## config.mk

```make
export PLATFORM = sky130hd
export DESIGN_NAME = dma_bytefifo_ctl
export DESIGN_NICKNAME = d
export VERILOG_FILES = /design/src/rtl/dbf_pkg.sv /design/src/rtl/dbf_src_side.sv /design/src/rtl/dbf_dst_side.sv /design/src/rtl/dma_bytefifo_ctl.sv
export SDC_FILE = /design/constraint.sdc
export NUM_CORES = 2
export LEC_CHECK = 0
export BUFFER_PORTS_ARGS = -buffer_cell sky130_fd_sc_hd__buf_2
export CAP_MARGIN = 20
export CELL_PAD_IN_SITES_DETAIL_PLACEMENT = 1
export CELL_PAD_IN_SITES_GLOBAL_PLACEMENT = 2
export CORE_ASPECT_RATIO = 0.5
export CORE_MARGIN = 4
export CORE_UTILIZATION = 42
export DETAILED_ROUTE_END_ITERATION = 8
export PLACE_DENSITY_LB_ADDON = 0.1
export RECOVER_POWER = 25
export SLEW_MARGIN = 30
export SYNTH_ARGS = -nofsm -noshare
export SYNTH_HDL_FRONTEND = slang
export SYNTH_SLANG_ARGS = --single-unit
```

## constraint.sdc

```tcl
create_clock -name clk -period 13.7 [get_ports clk]
set_clock_uncertainty 0.15 [all_clocks]
set_input_delay 0.685 -clock clk [delete_from_list [all_inputs] [get_ports clk]]
set_output_delay 0.685 -clock clk [all_outputs]
set_load 0.1 [all_outputs]
```

## src/rtl/dbf_pkg.sv

```systemverilog
package dbf_pkg;
  localparam int PORT_BYTES = 4;

  function automatic logic [2:0] word_bytes(input logic wide);
    return wide ? 3'd4 : 3'd2;
  endfunction

  // lane carrying the byte at stream position pos (mapping is its own inverse)
  function automatic logic [1:0] lane_of(input logic big, input logic [2:0] wb,
                                         input logic [1:0] pos);
    logic [2:0] t;
    t = wb - 3'd1 - {1'b0, pos};
    return big ? t[1:0] : pos;
  endfunction
endpackage

```

## src/rtl/dbf_src_side.sv

```systemverilog
module dbf_src_side
  import dbf_pkg::*;
#(
  parameter int DEPTH = 32,
  parameter int CW    = 16,
  parameter int TW    = 5
) (
  input  logic          clk,
  input  logic          rst_n,
  input  logic          wide,
  input  logic          big,
  input  logic [TW-1:0] thr,
  input  logic          start,
  input  logic [CW-1:0] start_count,
  input  logic          ack_n,
  input  logic [31:0]   pdata,
  output logic          req_n,
  output logic          tc_n,
  output logic          ovf,
  output logic [7:0]    core_byte,
  output logic          core_valid,
  input  logic          core_ready,
  output logic          core_last
);
  localparam int AW = $clog2(DEPTH);
  localparam int NW = AW + 1;

  logic [7:0]    mem [DEPTH];
  logic [AW-1:0] wp_q, rp_q;
  logic [NW-1:0] cnt_q, cnt_d, free, free_d;
  logic [CW-1:0] rem_q, rem_d;
  logic          req_q, req_d, hold_q, hold_d;
  logic [2:0]    wb, take, add;
  logic          fits, xfer, pop;

  assign wb   = word_bytes(wide);
  assign free = NW'(DEPTH) - cnt_q;
  assign fits = free >= NW'(wb);
  assign take = (rem_q == '0) ? 3'd0 : ((rem_q < CW'(wb)) ? rem_q[2:0] : wb);
  assign xfer = !ack_n && (rem_q != '0) && fits;
  assign ovf  = !ack_n && !fits;
  assign pop  = (cnt_q != '0) && core_ready;
  assign add  = xfer ? take : 3'd0;

  always_comb begin
    cnt_d  = cnt_q + NW'(add) - NW'(pop);
    rem_d  = start ? start_count : (rem_q - CW'(add));
    free_d = NW'(DEPTH) - cnt_d;
    req_d  = (rem_d != '0) && (req_q ? (free_d >= NW'(wb)) : (free_d > NW'(thr)));
    hold_d = xfer && !start && (rem_q == CW'(add));
  end

  always_ff @(posedge clk or negedge rst_n) begin
    if (!rst_n) begin
      cnt_q  <= '0;
      rem_q  <= '0;
      wp_q   <= '0;
      rp_q   <= '0;
      req_q  <= 1'b0;
      hold_q <= 1'b0;
    end else begin
      cnt_q  <= cnt_d;
      rem_q  <= rem_d;
      req_q  <= req_d;
      hold_q <= hold_d;
      if (xfer) wp_q <= wp_q + AW'(take);
      if (pop)  rp_q <= rp_q + AW'(1);
    end
  end

  always_ff @(posedge clk) begin
    for (int i = 0; i < PORT_BYTES; i++) begin
      if (xfer && (3'(i) < take))
        mem[wp_q + AW'(i)] <= pdata[8*lane_of(big, wb, 2'(i)) +: 8];
    end
  end

  assign req_n      = !req_q;
  assign tc_n       = !(((rem_q != '0) && (rem_q <= CW'(wb))) || hold_q);
  assign core_byte  = mem[rp_q];
  assign core_valid = cnt_q != '0;
  assign core_last  = (cnt_q == NW'(1)) && (rem_q == '0);
endmodule

```

## src/rtl/dbf_dst_side.sv

```systemverilog
module dbf_dst_side
  import dbf_pkg::*;
#(
  parameter int DEPTH = 32,
  parameter int TW    = 5
) (
  input  logic          clk,
  input  logic          rst_n,
  input  logic          wide,
  input  logic          big,
  input  logic [TW-1:0] thr,
  input  logic [7:0]    core_byte,
  input  logic          core_valid,
  input  logic          core_last,
  output logic          core_ready,
  input  logic          ack_n,
  output logic          req_n,
  output logic [31:0]   pdata,
  output logic          tc_n,
  output logic          noalign,
  output logic          unf
);
  localparam int AW = $clog2(DEPTH);
  localparam int NW = AW + 1;

  logic [7:0]    mem [DEPTH];
  logic [AW-1:0] wp_q, rp_q;
  logic [NW-1:0] cnt_q, cnt_d;
  logic          sealed_q, sealed_d, req_q, req_d, hold_q, hold_d;
  logic [2:0]    wb, take, sub;
  logic [1:0]    code_lane;
  logic          has_word, can_xfer, xfer, push, short_w;

  assign wb         = word_bytes(wide);
  assign has_word   = cnt_q >= NW'(wb);
  assign can_xfer   = has_word || (sealed_q && (cnt_q != '0));
  assign take       = has_word ? wb : cnt_q[2:0];
  assign xfer       = !ack_n && can_xfer;
  assign unf        = !ack_n && !can_xfer;
  assign core_ready = (cnt_q != NW'(DEPTH)) && !sealed_q;
  assign push       = core_valid && core_ready;
  assign sub        = xfer ? take : 3'd0;
  assign short_w    = sealed_q && (cnt_q != '0) && !has_word;
  assign code_lane  = big ? 2'(wb - 3'd1 - take) : 2'(wb - 3'd1);

  always_comb begin
    cnt_d    = cnt_q - NW'(sub) + NW'(push);
    sealed_d = (sealed_q && (cnt_d != '0)) || (push && core_last);
    req_d    = (sealed_d && (cnt_d != '0)) ||
               (req_q ? (cnt_d >= NW'(wb))
                      : ((cnt_d > NW'(thr)) && (cnt_d >= NW'(wb))));
    hold_d   = xfer && sealed_q && (cnt_q <= NW'(wb));
  end

  always_ff @(posedge clk or negedge rst_n) begin
    if (!rst_n) begin
      cnt_q    <= '0;
      wp_q     <= '0;
      rp_q     <= '0;
      sealed_q <= 1'b0;
      req_q    <= 1'b0;
      hold_q   <= 1'b0;
    end else begin
      cnt_q    <= cnt_d;
      sealed_q <= sealed_d;
      req_q    <= req_d;
      hold_q   <= hold_d;
      if (push) wp_q <= wp_q + AW'(1);
      if (xfer) rp_q <= rp_q + AW'(take);
    end
  end

  always_ff @(posedge clk) begin
    if (push) mem[wp_q] <= core_byte;
  end

  always_comb begin
    pdata = '0;
    for (int k = 0; k < PORT_BYTES; k++) begin
      if (3'(k) < wb) begin
        if ({1'b0, lane_of(big, wb, 2'(k))} < take)
          pdata[8*k +: 8] = mem[rp_q + AW'(lane_of(big, wb, 2'(k)))];
        else if (short_w && (2'(k) == code_lane))
          pdata[8*k +: 8] = {6'b0, take[1:0]};
      end
    end
  end

  assign req_n   = !req_q;
  assign tc_n    = !((sealed_q && (cnt_q != '0) && (cnt_q <= NW'(wb))) || hold_q);
  assign noalign = short_w;
endmodule

```

## src/rtl/dma_bytefifo_ctl.sv

```systemverilog
module dma_bytefifo_ctl #(
  parameter int DEPTH = 32,
  parameter int CW    = 16,
  parameter int TW    = 5
) (
  input  logic          clk,
  input  logic          rst_n,
  input  logic          cfg_wide,
  input  logic          cfg_big,
  input  logic [TW-1:0] cfg_src_thr,
  input  logic [TW-1:0] cfg_dst_thr,
  input  logic          cmd_start,
  input  logic [CW-1:0] cmd_count,
  output logic          src_req_n,
  input  logic          src_ack_n,
  input  logic [31:0]   src_data,
  output logic          src_tc_n,
  output logic [7:0]    core_in_byte,
  output logic          core_in_valid,
  input  logic          core_in_ready,
  output logic          core_in_last,
  input  logic [7:0]    core_out_byte,
  input  logic          core_out_valid,
  input  logic          core_out_last,
  output logic          core_out_ready,
  output logic          dst_req_n,
  input  logic          dst_ack_n,
  output logic [31:0]   dst_data,
  output logic          dst_tc_n,
  output logic          dst_noalign,
  output logic          data_err
);
  logic src_ovf, dst_unf, err_q, err_d;

  dbf_src_side #(.DEPTH(DEPTH), .CW(CW), .TW(TW)) u_src (
    .clk(clk), .rst_n(rst_n), .wide(cfg_wide), .big(cfg_big), .thr(cfg_src_thr),
    .start(cmd_start), .start_count(cmd_count), .ack_n(src_ack_n), .pdata(src_data),
    .req_n(src_req_n), .tc_n(src_tc_n), .ovf(src_ovf), .core_byte(core_in_byte),
    .core_valid(core_in_valid), .core_ready(core_in_ready), .core_last(core_in_last)
  );

  dbf_dst_side #(.DEPTH(DEPTH), .TW(TW)) u_dst (
    .clk(clk), .rst_n(rst_n), .wide(cfg_wide), .big(cfg_big), .thr(cfg_dst_thr),
    .core_byte(core_out_byte), .core_valid(core_out_valid), .core_last(core_out_last),
    .core_ready(core_out_ready), .ack_n(dst_ack_n), .req_n(dst_req_n),
    .pdata(dst_data), .tc_n(dst_tc_n), .noalign(dst_noalign), .unf(dst_unf)
  );

  assign err_d = src_ovf || dst_unf || (err_q && !cmd_start);

  always_ff @(posedge clk or negedge rst_n) begin
    if (!rst_n) err_q <= 1'b0;
    else        err_q <= err_d;
  end

  assign data_err = err_q;
endmodule

```

Yosys cells after proc, flatten, opt, wreduce, memory -nomap -nowiden
Memory sizes are Yosys's and may differ from the RTL's.
Cells that the tools add are included.
- flip-flop bits (word level): 54
- RAM bits: 512
- output and inout port bits: 49
- word-level logic and storage cells: 161
- memories kept: 2
- memories (memory ; words ; width ; rd ports ; clocked after Yosys merged registers in ; write ports ; line ; RTL):
    u_dst.mem ; 32 ; 8 ; 4 ; 0 ; 1 ; dbf_dst_side.sv:26 ; logic [7:0] mem [DEPTH];
    u_src.mem ; 32 ; 8 ; 1 ; 0 ; 4 ; dbf_src_side.sv:28 ; logic [7:0] mem [DEPTH];
- add/subtract/negate cells: 23
- magnitude comparators: 21
- equality and inequality tests: 6
- shift-type cells: 4
- mux-type cells: 36
- reductions and logical operators: 56
- operators with widths (operator ; number):
    variable part select 32 x 6 -> 8 bit ; 4
    two-way mux 8 bit ; 8
    nonzero test 16 bit ; 2
    logical AND 1 bit ; 31
    greater-or-equal comparator 6 x 3 -> 1 bit ; 4
    adder 5 x 2 -> 5 bit ; 4
    two-way mux 2 bit ; 9
    two-way mux 3 bit ; 6
    nonzero test 6 bit ; 3
    == test 16 x 3 -> 1 bit ; 1
    less-or-equal comparator 16 x 3 -> 1 bit ; 1
    zero test 16 bit ; 1
    < comparator 16 x 3 -> 1 bit ; 1
    two-way mux 16 bit ; 1
    subtractor 16 x 3 -> 16 bit ; 1
    adder 5 x 1 -> 5 bit, second input constant ; 3
    greater-than comparator 6 x 5 -> 1 bit ; 2
    < comparator 1 x 3 -> 1 bit, first input constant ; 4
    < comparator 2 x 3 -> 1 bit ; 4
    < comparator 2 x 3 -> 1 bit, first input constant ; 4
    two-way mux 1 bit ; 12
    subtractor 6 bit, first input constant ; 2
    zero test 1 bit ; 11
    adder 5 x 2 -> 5 bit, second input constant ; 2
    other kinds (15) ; 25

Depth between registers and ports, before layout
- depth in word-level cells: 12
- depth in mapped cells: 27

Hierarchy
From an unflattened synthesis, not the netlist that was laid out.
- cells, all modules: 3491
- area, all modules: 40515.1 um^2
- modules (own cells, without submodules) (module ; times used ; cells each ; area each (um^2) ; seq. area each (um^2)):
    dbf_src_side ; 1 ; 2267 ; 21799.7 ; 8538.2
    dbf_dst_side ; 1 ; 1220 ; 18677.9 ; 8162.8
    dma_bytefifo_ctl ; 1 ; 4 ; 37.5 ; 25.0

Worst setup path after synthesis
No wires, ideal clock.
- kind: in2out
- start point: input cfg_wide
- end point: output dst_data[0]
- data arrival time: 7.770 ns
- setup slack: 5.095 ns
- stages on the path: 17
- path buffers: 5
- cells stage by stage: clkbuf_1 > buf_1 > clkbuf_1 > clkbuf_1 > inv_1 > ha_1 > nor2b_1 > o31ai_1 > and3_1 > clkbuf_1 > nand2_1 > o21ai_1 > inv_1 > ha_1 > a21oi_1 > o21ai_1 > o41ai_1
- cells in the longest elaborated chain, start to end: 10
- elaborated cells on any way between the ends: 18
- RTL lines (what ; line ; RTL):
    start: declaration ; dma_bytefifo_ctl.sv:8 ; input logic cfg_wide,
    two-way mux 3 bit (*) ; dbf_pkg.sv:5 ; return wide ? 3'd4 : 3'd2;
    branches (longest 8 deep; another with memory (32 x 8 bit)) ; n/a ;
    two-way mux 8 bit (*) ; dbf_dst_side.sv:80 ; if (3'(k) < wb) begin
    end: declaration ; dma_bytefifo_ctl.sv:28 ; output logic [31:0] dst_data,
Every way passes the cells marked *.

Worst setup path in the final report
- start point: input cfg_big
- end point: output dst_data[28]
- cells in the longest elaborated chain, start to end: 5
- elaborated cells on any way between the ends: 6
- RTL lines (what ; line ; RTL):
    start: declaration ; dma_bytefifo_ctl.sv:9 ; input logic cfg_big,
    two-way mux 2 bit (*) ; dbf_pkg.sv:13 ; return big ? t[1:0] : pos;
    adder 5 x 2 -> 5 bit ; dbf_dst_side.sv:82 ; pdata[8*k +: 8] = mem[rp_q + AW'(lane_of(big, wb, 2'(k)))];
    memory (32 x 8 bit) ; n/a ;
    two-way mux 8 bit (*) ; dbf_dst_side.sv:81 ; if ({1'b0, lane_of(big, wb, 2'(k))} < take)
    two-way mux 8 bit (*) ; dbf_dst_side.sv:80 ;
Every way passes the cells marked *; elsewhere a longest branch is shown, timed or not.

==> results.md <==
* Status: finished with violations
* Failing checks: max-capacitance violations, max-slew violations
* Setup crit end kind: output port
* Worst path max stage delay at 810 ps
* Synthesized area at 39830 µm²
* Vias in the first global route at about 33000
* Synthesized area per cell at 11.44 µm²
* Global Route Usage Sum at 32.30%
* Sequential area share after synthesis at 42.00%
* Core ar. at between 90000 and 100000 µm²
* Hold Fails Final Rpt at 0
* Worst Hold Class: input port to flop
* Crit-path cells: buf_4 -> inv_1 -> buf_4 -> ha_4 -> buf_6 -> buf_4 -> buf_4 -> mux4_2 -> mux4_2 -> nor2_1 -> nor3_1 -> buf_2
* Clk root buf: clkbuf_16
* CTS tree: yes
* Max-slew violation count at 55
* Via count at 33299
* I/O Buffers at 124
* GR Overflow Total at 0
* Setup repair bufs after CTS at 0
* Synthesis Warnings at 0
* Post-layout util at 47.02%
* VDD IR-drop max at 581.9 µV
* CTS Sinks at 566
* DRC at 0
* Drt total wl at 164.7 mm
* Synth cell types at a little under 80
* CTS HTree Levels at 2
* Flop2flop setup slack at 7740 ps
* Min Tclk post-route at between 6000 and 7000 ps
* CTS Buf Count at 57
* Pwr Density at around 260 nW/µm²
* Most frequent cells in the layout: edfxtp_1, mux4_2, nor2_1
* Crit-path max FO at 65
* Share of layout cells above drive strength 1 at 23.70%
* WS Path Type: input port to output port
* Die area at 100100 µm²
* Async SR Flop Fraction at 9.541%
* Top Family by Delay on Critical Path: buffers and inverters
* Hold_buf cts at 0
* Commonest non-fill, non-tap cell in the layout: edfxtp_1
* Finish-stage setup viols at 0
* Most used cell, CP: buf_4
* Nets@finish at 3575
* Area delta synth->final at 10.40%
* Worst Path Buf+Inv at 7
* CP arrival at 5930 ps
* Post_cts resized at 0
* Worst-margin pin slew at about 3700 ps
* Worst-path clk slew at 70 ps
* Initial core utilization at 42.59%
* Prevailing post-synth register cell: edfxtp_1
* Yosys reg bits at ~570
* ANT nets after route at 0
* First-pass GRT wire length at around 240 mm
* RSZ-0062 raised after global routing: no
* Max cap viols at 1
* Die width at 443.5 µm
* Slowest cell on the critical path: buf_4
* Chip height at 225.7 µm
* Final cell count without fillers at ~4700
* GPL Wtd Cong at 0.9462
* Slew HR at -145.9%
* Final period util at between 40% and 50%
* Maximum buffer depth of the clock tree at 3
* Critical path launch point type: input port
* Largest net degree at the start of global routing at 66
* Post-route setup TNS at 0 ps
* Initial DRC Count at 4033
* Detailed Place HPWL at between 100 and 150 mm
* Ports at around 130
* Leakage at 15.20 nW
* Cells after Synth at 3480
* Layout fillers at 9783
* Via density at just over 7
* DP Cell Count at 4620
* Mapped Nets at ~3600
* Initial antenna violation count at 6
* WP data required at ~13000 ps
* TritonRoute pass-1 iters at 5
* Post-synth EDFFs at 512
* Row count at 79
* WL/cell at 34.81 µm
* Max Fclk at ~150 MHz
* Clock Latency Late Sink at 680 ps
==> worst reg2reg max path: cells and delay by family, from the launching register on <==
kind            cells  cell delay [ps]
simple gates        7             3000
compound gates      4             1490
fa+ha+maj           2              670
flops               1              450
buf+inv             1               70
==> kinds of logic (layout without fill, tap and decap cells) <==
| group | Yosys count | in the layout | synth area share [%] |
|---|---|---|---|
| compound gates | 1015 | 1015 | 16.42 |
| xor+xnor | 67 | 67 | 1.473 |
| fa+ha+maj | 75 | 75 | 2.526 |
| buf+inv | 427 | 419 | 4.160 |
| flops | 566 | 566 | 42.00 |
| mux | 471 | 471 | 23.17 |
| other cells | 0 | 3 | 0 |
| simple gates | 859 | 859 | 10.25 |
==> through the flow <==
| stage | instance area [µm²] | setup slack, ps | total power [mW] | hold WS [ps] |
|---|---|---|---|---|
| floorplan | 39830 | 5095 | 7.378 | 239.4 |
| global placement | 41890 | 6744 | 9.376 | 354.3 |
| detailed placement | 42000 | 6646 | 9.482 | 366.6 |
| CTS | 43960 | 6636 | 11.22 | 70.97 |
| global route | 43960 | 6532 | 11.70 | 85.60 |
| finish | 43970 | 6937 | 11.24 | 108.1 |
==> power breakdown <==
part           leakage [nW]  total (mW)  switching, mW  internal, mW
combinational          9.00        7.12           4.65          2.48
sequential             5.25        2.39          0.241          2.15
clock                 0.947        1.72          0.793         0.932
==> flip-flops by register name, summed over array words and instances (netlist names), 5 cells and up <==
register	flops
u_dst.mem	256
u_src.mem	256
u_src.rem_q	16
u_dst.cnt_q	6
u_src.cnt_q	6
u_dst.rp_q	5
u_dst.wp_q	5
u_src.rp_q	5
u_src.wp_q	5
==> routing by layer <==
layer / part of all wire (%) / GRT usage (%) / vias to the layer above / routed length, µm
li1: - / - / 13826 / -
met1: 41 / 43.39 / 17405 / 66810
met2: 47 / 53.04 / 1726 / 77260
met3: 8.6 / 5.992 / 342 / 14140
met4: 3.9 / 11.33 / 0 / 6450
met5: 0 / 0 / - / 0
==> cell usage after synthesis (all sizes together) (10+ instances only) <==
cell type	number	area [µm²]
and4	10	87.58
nand2	218	818.3
o211ai	30	225.2
nor2b	16	100.1
buf	67	305.3
o211a	41	410.4
clkbuf	293	1100
mux2i	86	860.8
a211oi	149	1124
ha	66	825.8
or2	10	62.56
a21o	32	240.2
xnor2	51	446.7
nand3	119	730.7
a32oi	24	210.2
nor3	32	160.2
nor2	306	1149
nand4	55	344.1
and3	40	250.2
edfxtp	512	15370
o221ai	10	87.58
a22oi	10	75.07
o21ai	321	1610
inv	65	244.0
o22ai	221	1389
mux4	358	8063
xor2	16	140.1
mux2	27	304.0
dfrtp	54	1351
a221oi	16	140.1
a21oi	96	480.5
==> path summary, 6_finish.rpt <==
check,startpoint,to,depth (start not counted)
max in group asynchronous,rst_n,u_src.rp_q[0],2
setup reg to reg,u_src.rem_q[4],u_src.req_q,14
hold reg to reg,u_src.rp_q[2],u_src.rp_q[2],1
hold / removal,core_out_last,u_dst.sealed_q,2
setup / recovery,cfg_big,dst_data[28],12
min in group asynchronous,rst_n,u_dst.rp_q[1],2
==> final cells by class <==
cell class,count,area [µm²],area share (%)
Clock inverter,45,491.7,1.118
Inverter,67,251.5,0.5720
Antenna cell,3,7.507,0.01708
Multi-Input combinational cell,2487,21920,49.87
Clock buffer,62,1465,3.332
Timing Repair Buffer,245,1524,3.466
Sequential cell,566,16730,38.05
Tap cell,1255,1570,3.572
Note: power is estimated with default switching activity, not from simulation.
